===== config.mk =====
export PLATFORM = sky130hd
export DESIGN_NAME = osd_win_compositor
export DESIGN_NICKNAME = d
export VERILOG_FILES = /design/src/rtl/osd_comp_pkg.sv /design/src/rtl/osd_win_hit.sv /design/src/rtl/osd_win_prio.sv /design/src/rtl/osd_pix_mix.sv /design/src/rtl/osd_win_compositor.sv
export SDC_FILE = /design/constraint.sdc
export NUM_CORES = 1
export LEC_CHECK = 0
export BUFFER_PORTS_ARGS = -buffer_cell sky130_fd_sc_hd__buf_2
export CORE_UTILIZATION = 45
export CTS_BUF_LIST = sky130_fd_sc_hd__clkbuf_8
export DETAILED_ROUTE_END_ITERATION = 8
export PLACE_DENSITY = 0.74
export SLEW_MARGIN = 20
export SYNTH_ARGS = -nofsm -noshare
export SYNTH_HDL_FRONTEND = slang
export SYNTH_HIERARCHICAL = 1
export SYNTH_SLANG_ARGS = --single-unit

===== constraint.sdc =====
create_clock -name clk -period 0.8 [get_ports clk]
set_clock_uncertainty 0.2 [all_clocks]
set_input_delay 0.2 -clock clk [delete_from_list [all_inputs] [get_ports clk]]
set_output_delay 0.2 -clock clk [all_outputs]
set_load 0.02 [all_outputs]

===== src/rtl/osd_comp_pkg.sv =====
package osd_comp_pkg;

  // Width of the per-dot color triple
  localparam int unsigned RGB_W = 3;

  typedef logic [RGB_W-1:0] rgb_t;

  // Registered output bundle of the compositor
  typedef struct packed {
    rgb_t rgb;
    logic fblank;
    logic htone;
  } pix_out_t;

  localparam pix_out_t PIX_IDLE = '{rgb: '0, fblank: 1'b0, htone: 1'b0};

  // Inclusive span test with disable-on-inversion
  function automatic logic in_span(input logic [7:0] lo, input logic [7:0] hi,
                                   input logic [7:0] pos);
    return (lo <= hi) && (pos >= lo) && (pos <= hi);
  endfunction

endpackage


===== src/rtl/osd_win_hit.sv =====
module osd_win_hit
  import osd_comp_pkg::*;
#(
  parameter int unsigned ROW_W = 4,
  parameter int unsigned COL_W = 5,
  localparam int unsigned RREG_W = 2 * ROW_W,
  localparam int unsigned SREG_W = COL_W + 2,
  localparam int unsigned EREG_W = COL_W + RGB_W
) (
  input  logic [ROW_W-1:0]  cell_row,
  input  logic [COL_W-1:0]  cell_col,
  input  logic [RREG_W-1:0] reg_rows,
  input  logic [SREG_W-1:0] reg_cs,
  input  logic [EREG_W-1:0] reg_ce,
  output logic              hit,
  output logic              ext,
  output rgb_t              fill
);

  logic [ROW_W-1:0] row_lo;
  logic [ROW_W-1:0] row_hi;
  logic [COL_W-1:0] col_lo;
  logic [COL_W-1:0] col_hi;
  logic             win_on;
  logic             row_ok;
  logic             col_ok;

  // Field extraction from the packed window registers
  always_comb begin
    row_lo = reg_rows[RREG_W-1 -: ROW_W];
    row_hi = reg_rows[ROW_W-1:0];
    col_lo = reg_cs[SREG_W-1 -: COL_W];
    win_on = reg_cs[1];
    col_hi = reg_ce[EREG_W-1 -: COL_W];
    fill   = reg_ce[RGB_W-1:0];
    ext    = reg_cs[0];
  end

  // Inclusive rectangle test; an inverted span on either axis disables it
  always_comb begin
    row_ok = in_span(8'(row_lo), 8'(row_hi), 8'(cell_row));
    col_ok = in_span(8'(col_lo), 8'(col_hi), 8'(cell_col));
    hit    = win_on && row_ok && col_ok;
  end

endmodule


===== src/rtl/osd_win_prio.sv =====
module osd_win_prio
  import osd_comp_pkg::*;
#(
  parameter int unsigned NUM_WIN = 3
) (
  input  logic [NUM_WIN-1:0]       hit,
  input  logic [NUM_WIN-1:0]       ext,
  input  logic [NUM_WIN*RGB_W-1:0] fill,
  output logic                     any_hit,
  output logic                     sel_ext,
  output rgb_t                     sel_fill
);

  // Lowest index has the highest rank: scan from the bottom up so
  // that a higher-ranked hit overrides whatever came before it.
  always_comb begin
    any_hit  = 1'b0;
    sel_ext  = 1'b0;
    sel_fill = '0;
    for (int i = NUM_WIN - 1; i >= 0; i--) begin
      if (hit[i]) begin
        any_hit  = 1'b1;
        sel_ext  = ext[i];
        sel_fill = fill[i*RGB_W +: RGB_W];
      end
    end
  end

endmodule


===== src/rtl/osd_pix_mix.sv =====
module osd_pix_mix
  import osd_comp_pkg::*;
#(
  localparam int unsigned PAL_W = 2 * RGB_W
) (
  input  logic             glyph_px,
  input  logic             edge_px,
  input  logic             cell_csel,
  input  logic [PAL_W-1:0] row_pal_lo,
  input  logic [PAL_W-1:0] row_pal_hi,
  input  logic             win_any,
  input  logic             win_ext,
  input  rgb_t             win_fill,
  input  logic             osd_en,
  input  logic             fb_chars_only,
  output pix_out_t         pix_nxt
);

  logic [PAL_W-1:0] pal;
  rgb_t             chr_rgb;
  logic             on_char;

  always_comb begin
    pal     = (win_any && win_ext) ? row_pal_hi : row_pal_lo;
    chr_rgb = cell_csel ? pal[RGB_W-1:0] : pal[PAL_W-1 -: RGB_W];
    on_char = glyph_px || edge_px;
  end

  // Layering: glyph over edge over window over background
  always_comb begin
    pix_nxt = PIX_IDLE;
    if (osd_en) begin
      if (glyph_px) begin
        pix_nxt.rgb    = chr_rgb;
        pix_nxt.fblank = 1'b1;
      end else if (edge_px) begin
        pix_nxt.rgb    = '0;
        pix_nxt.fblank = 1'b1;
      end else if (win_any) begin
        pix_nxt.rgb    = win_fill;
        pix_nxt.fblank = !fb_chars_only;
        pix_nxt.htone  = 1'b1;
      end
      if (on_char) begin
        pix_nxt.htone = 1'b0;
      end
    end
  end

endmodule


===== src/rtl/osd_win_compositor.sv =====
module osd_win_compositor
  import osd_comp_pkg::*;
#(
  parameter int unsigned NUM_WIN = 3,
  parameter int unsigned ROW_W   = 4,
  parameter int unsigned COL_W   = 5,
  localparam int unsigned RREG_W = 2 * ROW_W,
  localparam int unsigned SREG_W = COL_W + 2,
  localparam int unsigned EREG_W = COL_W + RGB_W,
  localparam int unsigned PAL_W  = 2 * RGB_W
) (
  input  logic                      clk,
  input  logic                      rst_n,
  input  logic [ROW_W-1:0]          cell_row,
  input  logic [COL_W-1:0]          cell_col,
  input  logic                      glyph_px,
  input  logic                      edge_px,
  input  logic                      cell_csel,
  input  logic [PAL_W-1:0]          row_pal_lo,
  input  logic [PAL_W-1:0]          row_pal_hi,
  input  logic [NUM_WIN*RREG_W-1:0] win_rows,
  input  logic [NUM_WIN*SREG_W-1:0] win_cs,
  input  logic [NUM_WIN*EREG_W-1:0] win_ce,
  input  logic                      osd_en,
  input  logic                      fb_chars_only,
  output logic [RGB_W-1:0]          pix_rgb,
  output logic                      fblank,
  output logic                      htone
);

  logic [NUM_WIN-1:0]       hit_vec;
  logic [NUM_WIN-1:0]       ext_vec;
  logic [NUM_WIN*RGB_W-1:0] fill_vec;
  logic                     win_any;
  logic                     win_ext;
  rgb_t                     win_fill;
  pix_out_t                 pix_nxt;
  pix_out_t                 pix_q;

  generate
    for (genvar w = 0; w < NUM_WIN; w++) begin : g_win
      osd_win_hit #(
        .ROW_W(ROW_W),
        .COL_W(COL_W)
      ) hit_i (
        .cell_row (cell_row),
        .cell_col (cell_col),
        .reg_rows (win_rows[w*RREG_W +: RREG_W]),
        .reg_cs   (win_cs[w*SREG_W +: SREG_W]),
        .reg_ce   (win_ce[w*EREG_W +: EREG_W]),
        .hit      (hit_vec[w]),
        .ext      (ext_vec[w]),
        .fill     (fill_vec[w*RGB_W +: RGB_W])
      );
    end
  endgenerate

  osd_win_prio #(
    .NUM_WIN(NUM_WIN)
  ) prio_i (
    .hit      (hit_vec),
    .ext      (ext_vec),
    .fill     (fill_vec),
    .any_hit  (win_any),
    .sel_ext  (win_ext),
    .sel_fill (win_fill)
  );

  osd_pix_mix mix_i (
    .glyph_px      (glyph_px),
    .edge_px       (edge_px),
    .cell_csel     (cell_csel),
    .row_pal_lo    (row_pal_lo),
    .row_pal_hi    (row_pal_hi),
    .win_any       (win_any),
    .win_ext       (win_ext),
    .win_fill      (win_fill),
    .osd_en        (osd_en),
    .fb_chars_only (fb_chars_only),
    .pix_nxt       (pix_nxt)
  );

  // Output register, one dot of latency
  always_ff @(posedge clk or negedge rst_n) begin
    if (!rst_n) begin
      pix_q <= PIX_IDLE;
    end else begin
      pix_q <= pix_nxt;
    end
  end

  assign pix_rgb = pix_q.rgb;
  assign fblank  = pix_q.fblank;
  assign htone   = pix_q.htone;

endmodule


==> impl_metrics.tcl <==
set metrics [dict create \
    status "finished with violations" \
    violations "hold timing, setup timing" \
    firstDrtPassIters 4 \
    ys_seq_area_frac 0.05371 \
    synth_top_area_share 0.4350 \
    max_freq_mhz 406.3 \
    vias_per_cell 5.305 \
    rsz0062_at_grt "true" \
    power_density_nw_per_um2 705.0 \
    io_pins 102 \
    fin_crit_ns 2.461 \
    clk_transition_reported_paths_ns 0.04 \
    slew_headroom 0.8101 \
    track_usage 0.2374 \
    cp_slowest_cell "or3_4" \
    grt_pass1_vias 2533 \
    min_path_type "input pin to register" \
    stdcell_area_sq_um 3815 \
    netlist_top_cells_area "ha_1 44%, inv_1 9.7%, a21oi_1 6.2%" \
    routed_wl_um 6780 \
    syn_area_sq_um 2330 \
    seqPwrFrac 0.101 \
    tightest_slew_ns 0.2837 \
    area_delta_synth_final_pct 63.75 \
    grt_pass1_wl_um 10280 \
    gr-total-overflow 0 \
    syn_avg_cell_area_sq_um 8.006 \
    post_dp_cell_area_sq_um 3278 \
    ys_seq_elements 5 \
    rows 25 \
    drive_gt1_frac 0.5284 \
    yosysMostFrequentCell "ha_1" \
    cap_violations 0 \
    synthArstFlopShare 1.000 \
    drt-initial-drc-count 47 \
    crit_type "input pin to register" \
    switching_power_mw 1.077 \
    seq_area_sq_um 125.1 \
    dieArea_sq_um 5469 \
    synth.distinct_cells 27 \
    core_sq_um 4848 \
    start_util 0.4805 \
    post-route-period-util 3.077 \
    power_mw 2.689 \
    synth_top_family_by_area "adder cells" \
    antenna_found_initial 0 \
    muxShareOfSynthArea 0.04189 \
    p_leak_nw 1.902 \
    dp_slack_ns -1.938 \
    critPathMaxStageDelay_ns 0.39 \
    synth_simple_gate_area_share 0.1359 \
    final_util 0.7868 \
    hold_viol 1 \
    syn-num-nets 469 \
    crit_arrival_ns 2.38 \
    grt_max_degree 7 \
    numCtsBuffers 3 \
    synthTopCellsByCount "81 x ha_1, 60 x inv_1, 29 x a21oi_1" \
    antenna_cells 0 \
    critPathCaptureType "register" \
    clockPowerShare 0.178 \
    p_int_mw 1.612 \
    port_buffers 101 \
    cts_htree_levels 1 \
    finalSetupViolations 10 \
    fp.dieH_um 73.95 \
    syn-instance-count 291 \
    synth_top_area_cell "ha_1" \
    cp.required_ns 0.72 \
    switching_share 0.4005 \
    worstPathCellList "buf_2 -> inv_4 -> ha_4 -> nand4_1 -> o221ai_1 -> o21ai_1 -> nor4b_4 -> buf_4 -> or3_4 -> nand2_2 -> mux4_2 -> a32o_1" \
    synthAdderAreaFrac 0.4350 \
    synth-edff-count 0 \
    post-route-drc-count 0 \
    multi_input_area_sq_um 2471 \
    drv_slew 0 \
    die_w_um 73.95 \
    cp-start-kind "input pin" \
    cts_sinks 5 \
    combPwrFrac 0.721 \
    hpwl_um 5399 \
    nNetsFinal 584 \
    clockRootBuffer "clkbuf_8" \
    via_count 2504 \
    place_congestion 0.7580 \
    cts_max_path_buffers 2 \
    wl_per_cell_um 14.36 \
    drtAntennaViolNets 0 \
    hold_buffers 1 \
    cts_tree "yes" \
    yosysWarnings 6 \
    ir_worst_vdd_uv 483.9 \
    holdWs_ns -0.01411 \
    cp_max_fo 4 \
    synthXorXnorAreaFrac 0 \
    synth-compound-area-share 0.1982 \
    fillCellCount 335 \
    synth_flop_cell "dfrtp_1" \
    setup_ws_ns -1.661 \
]
-- power groups by stage --
| stage | logic [mW] | registers [mW] | clock network [mW] |
|---|---|---|---|
| floorplan | 0.985 | 0.285 | 0 |
| global placement | 1.56 | 0.271 | 0 |
| detailed placement | 1.61 | 0.271 | 0 |
| CTS | 1.76 | 0.271 | 0.484 |
| global route | 2.16 | 0.272 | 0.494 |
| finish | 1.94 | 0.271 | 0.479 |
-- critical path: cells and delay by family --
family | cells | cell delay (ns)
buf+inv | 3 | 0.29
fa+ha+maj | 1 | 0.25
simple gates | 4 | 0.77
mux | 1 | 0.29
compound gates | 3 | 0.57
-- logic make-up after synthesis --
family	count (synthesis)
multiplexers	6
flip-flops	5
AND/OR/NAND/NOR	52
buffers and inverters	72
adder cells (fa/ha/maj)	81
AO/OA/AOI/OAI	75
-- metal layers --
layer  up-vias  GRT usage  part of all wire
met1      1121     0.2803              0.41
met4         0    0.04915             0.020
met3        17    0.02710             0.039
met2        91     0.4566              0.53
li1       1275          -                 -
met5         -          0                 0
-- timing repair --
item / CTS / global route
buffers inserted: 0 / 1
setup endpoints to repair: 10 / 10
pin swaps: 10 / 16
hold endpoints to repair: 6 / 1
resized for setup: 56 / 44
-- state kept, by name (all words and copies together), names as in the netlist --
register,flops
pix_rgb,3
htone,1
fblank,1
-- path summary, 6_finish.rpt --
check,startpoint,to,slack [ns],cells past startpoint
worst min-delay path,edge_px,htone$_DFF_PN0_,-0.01,2
min in group asynchronous,rst_n,pix_rgb[1]$_DFF_PN0_,0.12,2
worst max-delay path,win_ce[12],pix_rgb[0]$_DFF_PN0_,-1.66,12
max in group asynchronous,rst_n,htone$_DFF_PN0_,0.15,2
-- per-stage QoR --
step                instances  setup TNS [ns]
detailed placement        466          -9.597
finish                    472          -9.425
global placement          466          -9.342
global route              472          -9.830
CTS                       471          -8.949
floorplan                 291          -7.367
-- layout make-up --
class / instances / share of cell area
tap: 67 / 0.02197
inverter: 60 / 0.07215
timing repair buffer: 122 / 0.2135
multi-input combinational: 214 / 0.6478
sequential: 5 / 0.03280
clock buffer: 3 / 0.01082
clock inverter: 1 / 0.0009839
-- placed cells by master (no fill, tap or decap), types with 3 or more instances in the layout --
master	instances
nor2b_1	7
o211ai_1	3
inv_1	38
mux4_2	3
ha_1	51
buf_4	23
a21oi_2	9
nor4b_4	3
nand2_1	9
mux2i_1	3
nand4_1	9
a41oi_2	3
a32o_1	3
clkbuf_8	3
o21ai_1	13
nor2b_4	3
dfrtp_1	5
a211oi_1	3
o221ai_1	3
buf_2	78
buf_6	17
o21ai_2	3
inv_4	5
a21oi_1	20
a21o_1	6
ha_4	30
inv_2	14
o2111ai_2	3
nor2_1	6
nand3b_1	7
No activity file was read; power rests on OpenSTA's default activity.
